--- src/rtl/disp_timing_pkg.sv ---
package disp_timing_pkg;
    localparam int COMP_W = 8;
    localparam int PIX_W  = 3 * COMP_W;

    typedef enum logic [1:0] {
        PH_SYNC   = 2'd0,
        PH_BACK   = 2'd1,
        PH_ACTIVE = 2'd2,
        PH_FRONT  = 2'd3
    } phase_e;
endpackage

--- src/rtl/disp_axis_fsm.sv ---
module disp_axis_fsm
    import disp_timing_pkg::*;
#(
    parameter int W = 12
) (
    input  logic         clk,
    input  logic         rst_n,
    input  logic         adv,
    input  logic [W-1:0] len_sync,
    input  logic [W-1:0] len_back,
    input  logic [W-1:0] len_active,
    input  logic [W-1:0] len_front,
    output phase_e       phase,
    output logic         first,
    output logic         wrap
);
    phase_e       phase_q, phase_d;
    logic [W-1:0] cnt_q, cnt_d;
    logic [W-1:0] cur_len;
    logic         at_end;

    always_comb begin
        unique case (phase_q)
            PH_SYNC:   cur_len = len_sync;
            PH_BACK:   cur_len = len_back;
            PH_ACTIVE: cur_len = len_active;
            PH_FRONT:  cur_len = len_front;
            default:   cur_len = len_sync;
        endcase
        at_end  = (cnt_q == cur_len - W'(1));
        phase_d = phase_q;
        cnt_d   = cnt_q;
        if (adv) begin
            if (at_end) begin
                cnt_d = '0;
                unique case (phase_q)
                    PH_SYNC:   phase_d = PH_BACK;
                    PH_BACK:   phase_d = PH_ACTIVE;
                    PH_ACTIVE: phase_d = PH_FRONT;
                    PH_FRONT:  phase_d = PH_SYNC;
                    default:   phase_d = PH_SYNC;
                endcase
            end else begin
                cnt_d = cnt_q + W'(1);
            end
        end
    end

    always_ff @(posedge clk or negedge rst_n) begin
        if (!rst_n) begin
            phase_q <= PH_SYNC;
            cnt_q   <= '0;
        end else begin
            phase_q <= phase_d;
            cnt_q   <= cnt_d;
        end
    end

    always_comb begin
        phase = phase_q;
        first = (phase_q == PH_SYNC) && (cnt_q == '0);
        wrap  = adv && at_end && (phase_q == PH_FRONT);
    end

    // phases only ever step forward in the fixed order
    assert_phase_order_R1: assert property (@(posedge clk) disable iff (!rst_n)
        (phase_q != $past(phase_q)) |-> (phase_q == phase_e'($past(phase_q) + 2'd1)));

    // the count inside a phase never reaches the phase length
    assert_cnt_bound_R1: assert property (@(posedge clk) disable iff (!rst_n)
        cnt_q < cur_len);
endmodule

--- src/rtl/disp_sync_out.sv ---
module disp_sync_out
    import disp_timing_pkg::*;
#(
    parameter int PW = PIX_W
) (
    input  logic          clk,
    input  logic          rst_n,
    input  phase_e        h_phase,
    input  phase_e        v_phase,
    input  logic          hs_pol,
    input  logic          vs_pol,
    input  logic          hs_comp,
    input  logic          vs_comp,
    input  logic [PW-1:0] pix_i,
    output logic          hsync_o,
    output logic          vsync_o,
    output logic          de_o,
    output logic [PW-1:0] pix_o
);
    logic hs_act, vs_act, comp_act;

    always_comb begin
        hs_act   = (h_phase == PH_SYNC);
        vs_act   = (v_phase == PH_SYNC);
        comp_act = hs_act | vs_act;
        hsync_o  = (hs_comp ? comp_act : hs_act) ^ hs_pol;
        vsync_o  = (vs_comp ? comp_act : vs_act) ^ vs_pol;
        de_o     = (h_phase == PH_ACTIVE) && (v_phase == PH_ACTIVE);
        pix_o    = de_o ? pix_i : '0;
    end

    // composite on the hsync pin must show the vertical pulse too
    assert_comp_covers_R4: assert property (@(posedge clk) disable iff (!rst_n)
        (hs_comp && vs_act) |-> (hsync_o == !hs_pol));

    // no data enable while either axis is in sync
    assert_de_outside_sync_R6: assert property (@(posedge clk) disable iff (!rst_n)
        de_o |-> !(hs_act || vs_act));
endmodule

--- src/rtl/disp_timing_gen.sv ---
module disp_timing_gen
    import disp_timing_pkg::*;
#(
    parameter int H_W = 12,
    parameter int V_W = 11
) (
    input  logic             clk,
    input  logic             rst_n,
    input  logic [H_W-1:0]   cfg_h_active,
    input  logic [H_W-1:0]   cfg_h_front,
    input  logic [H_W-1:0]   cfg_h_sync,
    input  logic [H_W-1:0]   cfg_h_back,
    input  logic [V_W-1:0]   cfg_v_active,
    input  logic [V_W-1:0]   cfg_v_front,
    input  logic [V_W-1:0]   cfg_v_sync,
    input  logic [V_W-1:0]   cfg_v_back,
    input  logic             cfg_hs_polarity,
    input  logic             cfg_vs_polarity,
    input  logic             cfg_hs_composite,
    input  logic             cfg_vs_composite,
    input  logic [PIX_W-1:0] pix_in,
    output logic             hsync,
    output logic             vsync,
    output logic             de,
    output logic [PIX_W-1:0] pix_out
);
    localparam int CFG_W = 4 * H_W + 4 * V_W + 4;

    logic [CFG_W-1:0] cfg_w, shadow_q, eff;
    logic [H_W-1:0]   e_ha, e_hf, e_hs, e_hb;
    logic [V_W-1:0]   e_va, e_vf, e_vs, e_vb;
    logic             e_hpol, e_vpol, e_hcomp, e_vcomp;
    phase_e           h_phase, v_phase;
    logic             h_first, h_wrap, v_first, v_wrap, frame_start;

    assign cfg_w = {cfg_h_active, cfg_h_front, cfg_h_sync, cfg_h_back,
                    cfg_v_active, cfg_v_front, cfg_v_sync, cfg_v_back,
                    cfg_hs_polarity, cfg_vs_polarity, cfg_hs_composite, cfg_vs_composite};

    assign frame_start = h_first && v_first;
    assign eff = frame_start ? cfg_w : shadow_q;
    assign {e_ha, e_hf, e_hs, e_hb, e_va, e_vf, e_vs, e_vb,
            e_hpol, e_vpol, e_hcomp, e_vcomp} = eff;

    always_ff @(posedge clk or negedge rst_n) begin
        if (!rst_n)           shadow_q <= '0;
        else if (frame_start) shadow_q <= cfg_w;
    end

    disp_axis_fsm #(.W(H_W)) u_h_axis (
        .clk(clk), .rst_n(rst_n), .adv(1'b1),
        .len_sync(e_hs), .len_back(e_hb), .len_active(e_ha), .len_front(e_hf),
        .phase(h_phase), .first(h_first), .wrap(h_wrap)
    );

    disp_axis_fsm #(.W(V_W)) u_v_axis (
        .clk(clk), .rst_n(rst_n), .adv(h_wrap),
        .len_sync(e_vs), .len_back(e_vb), .len_active(e_va), .len_front(e_vf),
        .phase(v_phase), .first(v_first), .wrap(v_wrap)
    );

    disp_sync_out #(.PW(PIX_W)) u_out (
        .clk(clk), .rst_n(rst_n), .h_phase(h_phase), .v_phase(v_phase),
        .hs_pol(e_hpol), .vs_pol(e_vpol), .hs_comp(e_hcomp), .vs_comp(e_vcomp),
        .pix_i(pix_in), .hsync_o(hsync), .vsync_o(vsync), .de_o(de), .pix_o(pix_out)
    );

    // the shadow copy moves only at a frame boundary
    assert_shadow_hold_R8: assert property (@(posedge clk) disable iff (!rst_n)
        !frame_start |=> $stable(shadow_q));

    // the end of the last line is followed by a frame start
    assert_frame_wrap_R3: assert property (@(posedge clk) disable iff (!rst_n)
        v_wrap |=> frame_start);

    // vertical sync can only begin on the first pixel of a line
    assert_vs_line_start_R3: assert property (@(posedge clk) disable iff (!rst_n)
        $rose(v_phase == PH_SYNC) |-> h_first);
endmodule

--- config.mk ---
export PLATFORM = sky130hd
export DESIGN_NAME = disp_timing_gen
export DESIGN_NICKNAME = d
export VERILOG_FILES = /design/src/rtl/disp_timing_pkg.sv /design/src/rtl/disp_axis_fsm.sv /design/src/rtl/disp_sync_out.sv /design/src/rtl/disp_timing_gen.sv
export SDC_FILE = /design/constraint.sdc
export NUM_CORES = 1
export LEC_CHECK = 0
export CORE_MARGIN = 10
export CORE_UTILIZATION = 47
export DETAILED_ROUTE_END_ITERATION = 12
export GPL_ROUTABILITY_DRIVEN = 0
export HOLD_SLACK_MARGIN = 0.08
export PLACE_DENSITY = 0.8
export SLEW_MARGIN = 20
export SYNTH_ARGS = -nofsm -noshare
export SYNTH_HDL_FRONTEND = slang
export SYNTH_HIERARCHICAL = 1
export SYNTH_SLANG_ARGS = --single-unit
--- constraint.sdc ---
create_clock -name clk -period 5.76 [get_ports clk]
set_clock_uncertainty 0.2 [all_clocks]
set_input_delay 0.576 -clock clk [delete_from_list [all_inputs] [get_ports clk]]
set_output_delay 0.576 -clock clk [all_outputs]
set_load 0.005 [all_outputs]
==> results of run 1 <==
==> critical path: stages (launching register included) <==
cell and delay (ns):
dfrtp_1 0.44, nor4_1 0.30, nand4_1 0.18, nor4_2 0.19, buf_4 0.22, nand2_8 0.13, mux2_2 0.31, a222oi_1 0.52
a21oi_1 0.28, nor4_4 0.45, nand3b_1 0.16, xnor2_1 0.16, or4_4 0.57, nor4_4 0.26, and2_1 0.18, nand4_1 0.15
nor2_2 0.19, and3_1 0.21, nand4_1 0.15, xor2_1 0.18, nor2_1 0.05
==> path summary, 6_finish.rpt <==
path	start	endpoint	slack, ns
setup / recovery	u_v_axis/cnt_q[9]	u_v_axis/cnt_q[10]	0.16
hold / removal	shadow_q[18]	shadow_q[18]	0.29
setup reg to reg	u_v_axis/cnt_q[9]	u_v_axis/cnt_q[10]	0.16
hold reg to reg	shadow_q[18]	shadow_q[18]	0.29
max in group asynchronous	rst_n	shadow_q[28]	3.74
min in group asynchronous	rst_n	shadow_q[83]	0.48
==> power breakdown <==
group          total (mW)  internal (mW)  switching, mW  leakage [nW]
clock                1.09          0.719          0.370         0.299
combinational       0.392          0.208          0.184          2.33
sequential          0.958          0.916         0.0419          1.46
==> layer usage <==
layer / GRT usage [%] / routed length [microns] / up-vias / share of wire [%]
met5: 0 / 0 / - / 0
met2: 30.7 / 9400 / 288 / 46
met3: 6.17 / 1680 / 35 / 8.3
li1: - / - / 2546 / -
met4: 6.40 / 393 / 0 / 1.9
met1: 24.9 / 8790 / 2796 / 43
==> layout by cell type, fill, tap and decap left out, drive strengths merged, types with 21 or more instances in the layout <==
cell type / n
a21oi: 31
and2: 27
buf: 27
clkbuf: 24
clkdlybuf4s50: 147
dfrtp: 123
inv: 23
mux2: 101
nor2: 30
xnor2: 21
==> what timing repair did <==
action / CTS / global route
cloned: 0 / 2
pin swaps: 0 / 4
endpoints found under the hold margin: 41 / 0
hold buffers: 1 / 0
buffers inserted: 0 / 2
endpoints found under the setup margin: 1 / 11
resized for setup: 1 / 14
==> state kept, by name (all words and copies together), names as in the netlist <==
name,cells
shadow_q,96
u_h_axis/phase,2
u_v_axis/cnt_q,11
u_v_axis/phase,2
u_h_axis/cnt_q,12
==> per-stage QoR <==
step	instances	util, %	setup TNS [ns]
after floorplan	612	-	0
after global placement	938	59.9	0
after detailed placement	938	59.9	0
after CTS	969	64.1	0
after global routing	973	65.0	-0.521
final	973	65.0	0
==> layout make-up <==
| type | count | share of cell area, % |
|---|---|---|
| clock buffers | 23 | 5.17 |
| clock inverters | 7 | 1.21 |
| inverters | 23 | 0.915 |
| multi-input cells | 437 | 39.3 |
| flip-flops and latches | 123 | 32.6 |
| well taps | 184 | 2.44 |
| repair buffers | 176 | 18.4 |
==> impl_metrics.py, run 1 <==
metrics = {
    "status": {
        "status": "finished clean",
    },
    "power_and_ir_drop": {
        "p_leak_nw": 4.09,
        "finalPower_mw": 2.44,
        "vdd_drop_max_uv": 228,
        "powerDensity_mw_per_mm2": 258,
    },
    "sta": {
        "worst_pin_slew_ns": 0.750,
        "slew_headroom_pct": 50.0,
        "holdWs_ns": 0.293,
        "fin_crit_sh_pct": 97.2,
        "hold_violations": 0,
        "fmax_mhz": 179,
        "finalSetupViolations": 0,
        "slew_viol_final": 0,
        "setup_slack_ns": 0.161,
        "period_needed_ns": 5.60,
    },
    "clocking": {
        "worst_setup_hold_path_clk_slew_ns": 0.05,
        "clk_path_buf_depth": 2,
        "cts_root_buf": "clkbuf_16",
        "tritoncts": "built",
        "numCtsBuffers": 17,
        "cts.htree.levels": 4,
        "cts.sinks": 123,
        "insertion_delay_ns": 0.42,
    },
    "flow_run": {
        "max_cap_violations": 0,
    },
    "worst_setup_path": {
        "crit_required_ns": 5.86,
        "crit_type": "reg -> reg",
        "reg2reg_depth": 20,
        "critPathMaxFanout": 11,
        "worstSetupEndpointType": "flop",
        "cp-start-kind": "flop",
        "arrival_ns": 5.70,
    },
    "layout": {
        "drive_gt1_share_pct": 25.1,
        "final_nets": 914,
        "multiInputGateArea_sq_mm": 0.00371,
        "regArea_sq_mm": 0.00308,
        "num_antenna_cells": 0,
        "final_area_sq_mm": 0.00944,
        "n_fill_cell": 1044,
        "area_delta_synth_final_pct": 35.3,
    },
    "placement": {
        "dpl-instance-area_sq_mm": 0.00871,
        "dp_hpwl_microns": 14300,
        "io_buffer_count": 148,
        "dp_slack_ns": 0.0439,
    },
    "floorplan": {
        "die_h_microns": 142,
        "die_w_microns": 142,
        "core-area_sq_mm": 0.0145,
        "start_util_pct": 48.0,
        "core.rowCount": 44,
        "die_area_sq_mm": 0.0201,
        "ios": 149,
    },
    "route": {
        "drt_iter0_markers": 573,
        "wl_microns": 20300,
        "firstDrtPassIters": 5,
        "vias": 5665,
        "wl_per_cell_microns": 20.8,
        "drc": 0,
        "vias_per_cell": 5.82,
        "final_antenna_net_count": 0,
    },
    "min_path": {
        "hold_depth": 1,
        "hp-class": "reg -> reg",
    },
    "global_routing": {
        "grt_pass1_wl_microns": 31600,
        "grt_usage_pct": 19.5,
        "antenna_found_initial": 0,
        "first_global_vias": 5955,
        "grt-ovfl-total": 0,
        "grt_max_degree": 83,
    },
    "logic_synthesis": {
        "synth_area_sq_mm": 0.00698,
        "postSynthAreaPerCell_sq_um": 11.5,
        "syn_inst": 609,
        "yosys_warnings": 6,
    },
}
Power figures use the tool's default switching activity.
==> run 2, diff against run 1 <==
--- a/constraint.sdc
+++ b/constraint.sdc
@@ -4,2 +4,2 @@
 set_output_delay 0.576 -clock clk [all_outputs]
-set_load 0.005 [all_outputs]
+set_load 0.01 [all_outputs]
==> results of run 2 <==
Same layout as run 1 (identical final DEF). Status: finished clean.
